File: config.mk
export PLATFORM = sky130hd
export DESIGN_NAME = cfg_load_ctrl
export DESIGN_NICKNAME = d
export VERILOG_FILES = /design/src/rtl/cfg_load_pkg.sv /design/src/rtl/cfg_mode_decode.sv /design/src/rtl/cfg_bit_packer.sv /design/src/rtl/cfg_mem.sv /design/src/rtl/cfg_load_ctrl.sv
export SDC_FILE = /design/constraint.sdc
export NUM_CORES = 1
export LEC_CHECK = 0
export BUFFER_PORTS_ARGS = -buffer_cell sky130_fd_sc_hd__buf_2
export CORE_MARGIN = 2
export CORE_UTILIZATION = 52
export DETAILED_ROUTE_END_ITERATION = 10
export GPL_ROUTABILITY_DRIVEN = 0
export GPL_TIMING_DRIVEN = 0
export PLACE_DENSITY = 0.76
export SYNTH_ARGS = -nofsm -noshare
export SYNTH_HDL_FRONTEND = slang
export SYNTH_HIERARCHICAL = 1
export SYNTH_SLANG_ARGS = --single-unit
File: constraint.sdc
create_clock -name clk -period 3.8 [get_ports clk]
set_clock_uncertainty 0.05 [all_clocks]
set_input_delay 0.38 -clock clk [delete_from_list [all_inputs] [get_ports clk]]
set_output_delay 0.38 -clock clk [all_outputs]
set_load 0.02 [all_outputs]
File: src/rtl/cfg_load_pkg.sv
package cfg_load_pkg;
  typedef enum logic [2:0] {
    MD_MSER, MD_SSER, MD_SPAR, MD_EPROM, MD_RAM, MD_BAD
  } xfer_mode_e;

  typedef enum logic [1:0] {
    ST_CLEAR, ST_LOAD, ST_IDLE
  } ctl_state_e;
endpackage

File: src/rtl/cfg_mode_decode.sv
module cfg_mode_decode
  import cfg_load_pkg::*;
(
  input  logic [2:0]  pins,
  output xfer_mode_e  mode
);
  always_comb begin
    unique case (pins)
      3'b000:         mode = MD_MSER;
      3'b001, 3'b111: mode = MD_SSER;
      3'b010:         mode = MD_SPAR;
      3'b110:         mode = MD_EPROM;
      3'b100:         mode = MD_RAM;
      default:        mode = MD_BAD;
    endcase
  end
endmodule

File: src/rtl/cfg_bit_packer.sv
module cfg_bit_packer #(
  parameter int W = 8
) (
  input  logic         clk,
  input  logic         rst_n,
  input  logic         bit_en,
  input  logic         bit_in,
  output logic         word_done,
  output logic [W-1:0] word
);
  localparam int BW = $clog2(W);

  logic [BW-1:0] cnt;
  logic [W-2:0]  sh;

  // MSB first: earlier bits sit higher in the word
  assign word      = {sh, bit_in};
  assign word_done = bit_en && (cnt == BW'(W-1));

  always_ff @(posedge clk or negedge rst_n) begin
    if (!rst_n) begin
      cnt <= '0;
      sh  <= '0;
    end else if (bit_en) begin
      sh  <= word[W-2:0];
      cnt <= word_done ? '0 : cnt + BW'(1);
    end
  end
endmodule

File: src/rtl/cfg_mem.sv
module cfg_mem #(
  parameter int W     = 8,
  parameter int DEPTH = 16,
  parameter int AW    = 4
) (
  input  logic          clk,
  input  logic          we,
  input  logic [AW-1:0] wa,
  input  logic [W-1:0]  wd,
  input  logic [AW-1:0] ra,
  output logic [W-1:0]  rd
);
  logic [W-1:0] words [DEPTH];

  always_ff @(posedge clk) begin
    if (we) words[wa] <= wd;
  end

  assign rd = words[ra];
endmodule

File: src/rtl/cfg_load_ctrl.sv
module cfg_load_ctrl
  import cfg_load_pkg::*;
#(
  parameter int WORD_W     = 8,
  parameter int DEPTH      = 16,
  parameter int LOAD_WORDS = DEPTH,
  parameter int ROM_AW     = 20,
  parameter int RAM_AW     = 24,
  localparam int MEM_AW    = $clog2(DEPTH)
) (
  input  logic              clk,
  input  logic              rst_n,
  input  logic [2:0]        mode_pins,
  output logic              cfg_clk_out,
  output logic              cfg_clk_oe,
  input  logic              ser_bit,
  input  logic              ser_valid,
  output logic              ser_ready,
  input  logic [WORD_W-1:0] par_data,
  input  logic              par_valid,
  output logic              par_ready,
  output logic [ROM_AW-1:0] rom_addr,
  output logic              rom_req,
  input  logic [RAM_AW-1:0] ram_addr,
  input  logic [WORD_W-1:0] ram_data,
  input  logic              ram_valid,
  output logic              ram_ready,
  input  logic [MEM_AW-1:0] rd_addr,
  output logic [WORD_W-1:0] rd_data,
  output logic              busy,
  output logic              done,
  output logic              mode_err
);
  localparam int CNT_W = $clog2(LOAD_WORDS + 1);

  ctl_state_e         state;
  xfer_mode_e         mode_q, mode_dec;
  logic [MEM_AW-1:0]  clr_ptr;
  logic [CNT_W-1:0]   word_cnt;
  logic               in_load, bit_en, pk_done, par_fire, ram_fire, word_wr;
  logic               ram_in_range;
  logic [WORD_W-1:0]  pk_word;
  logic               mem_we;
  logic [MEM_AW-1:0]  mem_wa;
  logic [WORD_W-1:0]  mem_wd;

  cfg_mode_decode u_dec (.pins(mode_pins), .mode(mode_dec));

  assign in_load     = (state == ST_LOAD);
  assign cfg_clk_out = in_load && (mode_q == MD_MSER);
  assign cfg_clk_oe  = (mode_q == MD_MSER);
  assign ser_ready   = in_load && (mode_q == MD_SSER);
  assign par_ready   = in_load && ((mode_q == MD_SPAR) || (mode_q == MD_EPROM));
  assign ram_ready   = in_load && (mode_q == MD_RAM);
  assign rom_req     = in_load && (mode_q == MD_EPROM);
  assign rom_addr    = ROM_AW'(word_cnt);
  assign busy        = (state != ST_IDLE);

  assign bit_en       = cfg_clk_out || (ser_valid && ser_ready);
  assign par_fire     = par_valid && par_ready;
  assign ram_fire     = ram_valid && ram_ready;
  assign word_wr      = pk_done || par_fire || ram_fire;
  assign ram_in_range = (ram_addr < RAM_AW'(DEPTH));

  cfg_bit_packer #(.W(WORD_W)) u_pack (
    .clk(clk), .rst_n(rst_n), .bit_en(bit_en), .bit_in(ser_bit),
    .word_done(pk_done), .word(pk_word)
  );

  always_comb begin
    mem_we = 1'b0;
    mem_wa = word_cnt[MEM_AW-1:0];
    mem_wd = '0;
    if (state == ST_CLEAR) begin
      mem_we = 1'b1;
      mem_wa = clr_ptr;
    end else if (pk_done) begin
      mem_we = 1'b1;
      mem_wd = pk_word;
    end else if (par_fire) begin
      mem_we = 1'b1;
      mem_wd = par_data;
    end else if (ram_fire) begin
      mem_we = ram_in_range;
      mem_wa = ram_addr[MEM_AW-1:0];
      mem_wd = ram_data;
    end
  end

  cfg_mem #(.W(WORD_W), .DEPTH(DEPTH), .AW(MEM_AW)) u_mem (
    .clk(clk), .we(mem_we), .wa(mem_wa), .wd(mem_wd),
    .ra(rd_addr), .rd(rd_data)
  );

  always_ff @(posedge clk or negedge rst_n) begin
    if (!rst_n) begin
      state    <= ST_CLEAR;
      clr_ptr  <= '0;
      word_cnt <= '0;
      mode_q   <= MD_BAD;
      done     <= 1'b0;
      mode_err <= 1'b0;
    end else begin
      unique case (state)
        ST_CLEAR: begin
          if (clr_ptr == MEM_AW'(DEPTH - 1)) begin
            mode_q <= mode_dec;
            if (mode_dec == MD_BAD) begin
              state    <= ST_IDLE;
              mode_err <= 1'b1;
            end else begin
              state <= ST_LOAD;
            end
          end else begin
            clr_ptr <= clr_ptr + MEM_AW'(1);
          end
        end
        ST_LOAD: begin
          if (word_wr) begin
            word_cnt <= word_cnt + CNT_W'(1);
            if (word_cnt == CNT_W'(LOAD_WORDS - 1)) begin
              state <= ST_IDLE;
              done  <= 1'b1;
            end
          end
        end
        default: ;
      endcase
    end
  end
endmodule

==> results_dict.tcl <==
set metrics [dict create \
    status "completed" \
    slowest_stage "a2111oi_2" \
    rows 41 \
    worst_pin_slew_ps 1010 \
    worstSetupPathType "reg -> reg" \
    die_area_sq_um 13900 \
    htree_levels 4 \
    critPathMaxFanout 10 \
    overflow 0 \
    drc 0 \
    grt_start_max_net_pins 27 \
    syn_area_sq_um 6750 \
    cts.sinks 154 \
    fill_cells 885 \
    totalWireLength_mm 14.4 \
    insertion_delay_ps 410 \
    ctsRootBufferMaster "clkbuf_16" \
    critPathArrivalTime_ps 3670 \
    power_density_nw_per_um2 534 \
    routed_via_density 5.72 \
    synth-simple-area-share_pct 8.28 \
    cp.required_ps 3830 \
    grt_pass1_wl_mm 21.9 \
    final_antenna_net_count 0 \
    syn-mean-instance-area_sq_um 17.1 \
    start_util_pct 53.3 \
    drive_gt1_share_pct 38.9 \
    hpwl_mm 9.19 \
    yosysSeqAreaShare_pct 66.6 \
    synth-compound-area-share_pct 4.45 \
    finalCritPeriodShare_pct 95.7 \
    port_buffers 73 \
    use_met3_pct 4.51 \
    synth_edf_count 128 \
    nNetsFinal 564 \
    cts_made_buffers 17 \
    die_x_microns 118 \
    synth_xor_area_share_pct 0.648 \
    endpoint_kind "flop" \
    multi_input_area_sq_um 2250 \
    synth_fa_ha_area_share_pct 0.926 \
    cts.clk_slew.worst_paths_ps 60 \
    placed_cells 655 \
    setup.worst_path.start_class "flop" \
    drt_iter0_markers 317 \
    layout_commonest_cell "edfxtp_1" \
    clock_path_buffers 2 \
    synth.distinct_cells 51 \
    grtUsageMet2_pct 37.7 \
    grt_util_met1_pct 26.6 \
    hold_viol_final 0 \
    period_needed_ps 3640 \
    vias 3955 \
    place_area_sq_um 7440 \
    synthCells 394 \
    synth_warnings 6 \
    antenna_cells 0 \
    pin_count 90 \
    synthArstFlopShare_pct 16.9 \
    cp_slowest_stage_delay_ps 570 \
    cts_tree "built" \
    ir_drop_v 0.000313 \
    core_sq_um 12700 \
    synth_seq_cells 154 \
    fin_ws_ps 162 \
    cap_violations 0 \
    relSlewSlack_pct 32.5 \
    synthFlopType "edfxtp_1" \
    antenna_found_initial 0 \
    crit_path_cell_trace "nand2b_4 > a2111oi_2 > buf_6 > and2_2 > nor4b_4 > mux2i_1 > o21ai_4 > nand2b_1 > nor2_4" \
    synthMuxAreaShare_pct 15.0 \
    tns_ps 0 \
    areaGrowthSynthToFinish_pct 22.3 \
    die_h_microns 118 \
    drv_slew 0 \
    final_cell_mix "128 x edfxtp_1, 77 x buf_2, 24 x dfrtp_1" \
    fmax_mhz 275 \
    grt_pass1_vias 4012 \
    grtUsageTotal_pct 21.3 \
    wire_per_inst_microns 20.9 \
    grt_busiest_layer "met2" \
    place_ws_ps -867 \
    p_leak_uw 0.00314 \
    final_area_sq_um 8260 \
    finalNonFillerCells 691 \
    finalSetupViolations 0 \
    dr.pass1.iters 4 \
    p_total_uw 4410 \
    hold_class "in -> reg" \
    synth_top_family_by_area "multiplexers" \
    seq_area_sq_um 4500 \
]
-- synthesized netlist by cell type, types with 2 or more instances --
master / n / area, sq um
mux4_1: 14 / 368
and2_1: 4 / 25.0
buf_2: 4 / 20.0
edfxtp_1: 128 / 3840
clkbuf_1: 4 / 15.0
a22oi_1: 16 / 120
nand2_1: 19 / 71.3
mux2_4: 7 / 105
ha_1: 5 / 62.6
dfrtp_1: 24 / 601
inv_1: 6 / 22.5
o21ai_1: 5 / 25.0
and2b_1: 2 / 15.0
and3b_1: 2 / 17.5
xor2_1: 4 / 35.0
mux2_2: 6 / 67.6
nor4_1: 5 / 31.3
mux2i_1: 7 / 70.1
dfstp_2: 2 / 52.6
nor2b_1: 11 / 68.8
a21boi_0: 2 / 15.0
buf_4: 17 / 128
clkdlybuf4s25_2: 3 / 30.0
buf_6: 5 / 56.3
nand4_1: 2 / 12.5
nand3_1: 4 / 20.0
a221oi_1: 8 / 70.1
nor2_1: 15 / 56.3
mux4_2: 18 / 405
and3_1: 4 / 25.0
a21oi_1: 2 / 10.0
nand3b_1: 3 / 22.5
nand2b_1: 3 / 18.8
nor3_1: 16 / 80.1
-- flip-flops by register name, summed over array words and instances (netlist names) --
signal / count
mode_q: 3
done: 1
state: 2
mode_err: 1
u_mem/words: 128
u_pack/cnt: 3
u_pack/sh: 7
word_cnt: 5
clr_ptr: 4
-- timing repair --
action | 4_1_cts | 5_1_grt
gates resized for setup | 27 | 13
setup endpoints to repair | 224 | 224
hold endpoints to repair | 24 | 0
pin swaps | 0 | 3
buffers inserted | 1 | 3
hold buffers | 1 | 0
-- routing by layer --
layer | vias up | share of wire [%]
met4 | 0 | 1.5
met2 | 165 | 54
met3 | 17 | 7.5
li1 | 1776 | -
met1 | 1997 | 37
met5 | - | 0
-- worst paths after layout --
kind / startpoint / endpoint / slack, ps / cells past startpoint
max: state[1] / u_mem/words[2][7] / 160 / 9
min: ser_bit / u_pack/sh[0] / 170 / 2
max reg2reg: state[1] / u_mem/words[2][7] / 160 / 9
min reg2reg: done / done / 410 / 1
max in group asynchronous: rst_n / mode_q[1] / 2850 / 2
min in group asynchronous: rst_n / done / 450 / 2
-- cell type report --
class	count	area share, %
inverters	6	0.273
plain buffers	32	2.97
multi-input cells	215	27.2
repair buffers	80	5.79
well taps	172	2.60
flip-flops and latches	154	54.4
clock buffers	22	5.50
clock inverters	10	1.23
-- power by group --
group	internal [uW]	total (uW)	switching (uW)
Sequential	2020	2080	64.3
Combinational	273	762	489
Clock	973	1570	599
-- logic make-up (layout without fill, tap and decap cells) --
family,after synthesis,in the layout
mux,52,52
xor+xnor,5,5
compound gates,41,41
buf+inv,39,150
fa+ha+maj,5,5
other cells,1,15
flops,154,154
simple gates,97,97
-- stage by stage --
stage               util [%]  hold slack (ps)
global route            65.2              161
CTS                     64.2              158
global placement        58.3              364
detailed placement      58.8              367
floorplan                  -             34.4
finish                  65.2              173
-- worst max-delay path, delay by kind of cell, from the launching register on --
family | cells | cell delay (ps)
DFF | 1 | 460
buffers and inverters | 1 | 250
muxes | 1 | 170
and+or+nand+nor | 5 | 1400
AOI/OAI and AO/OA | 2 | 960
(Power assumes the default switching activity.)
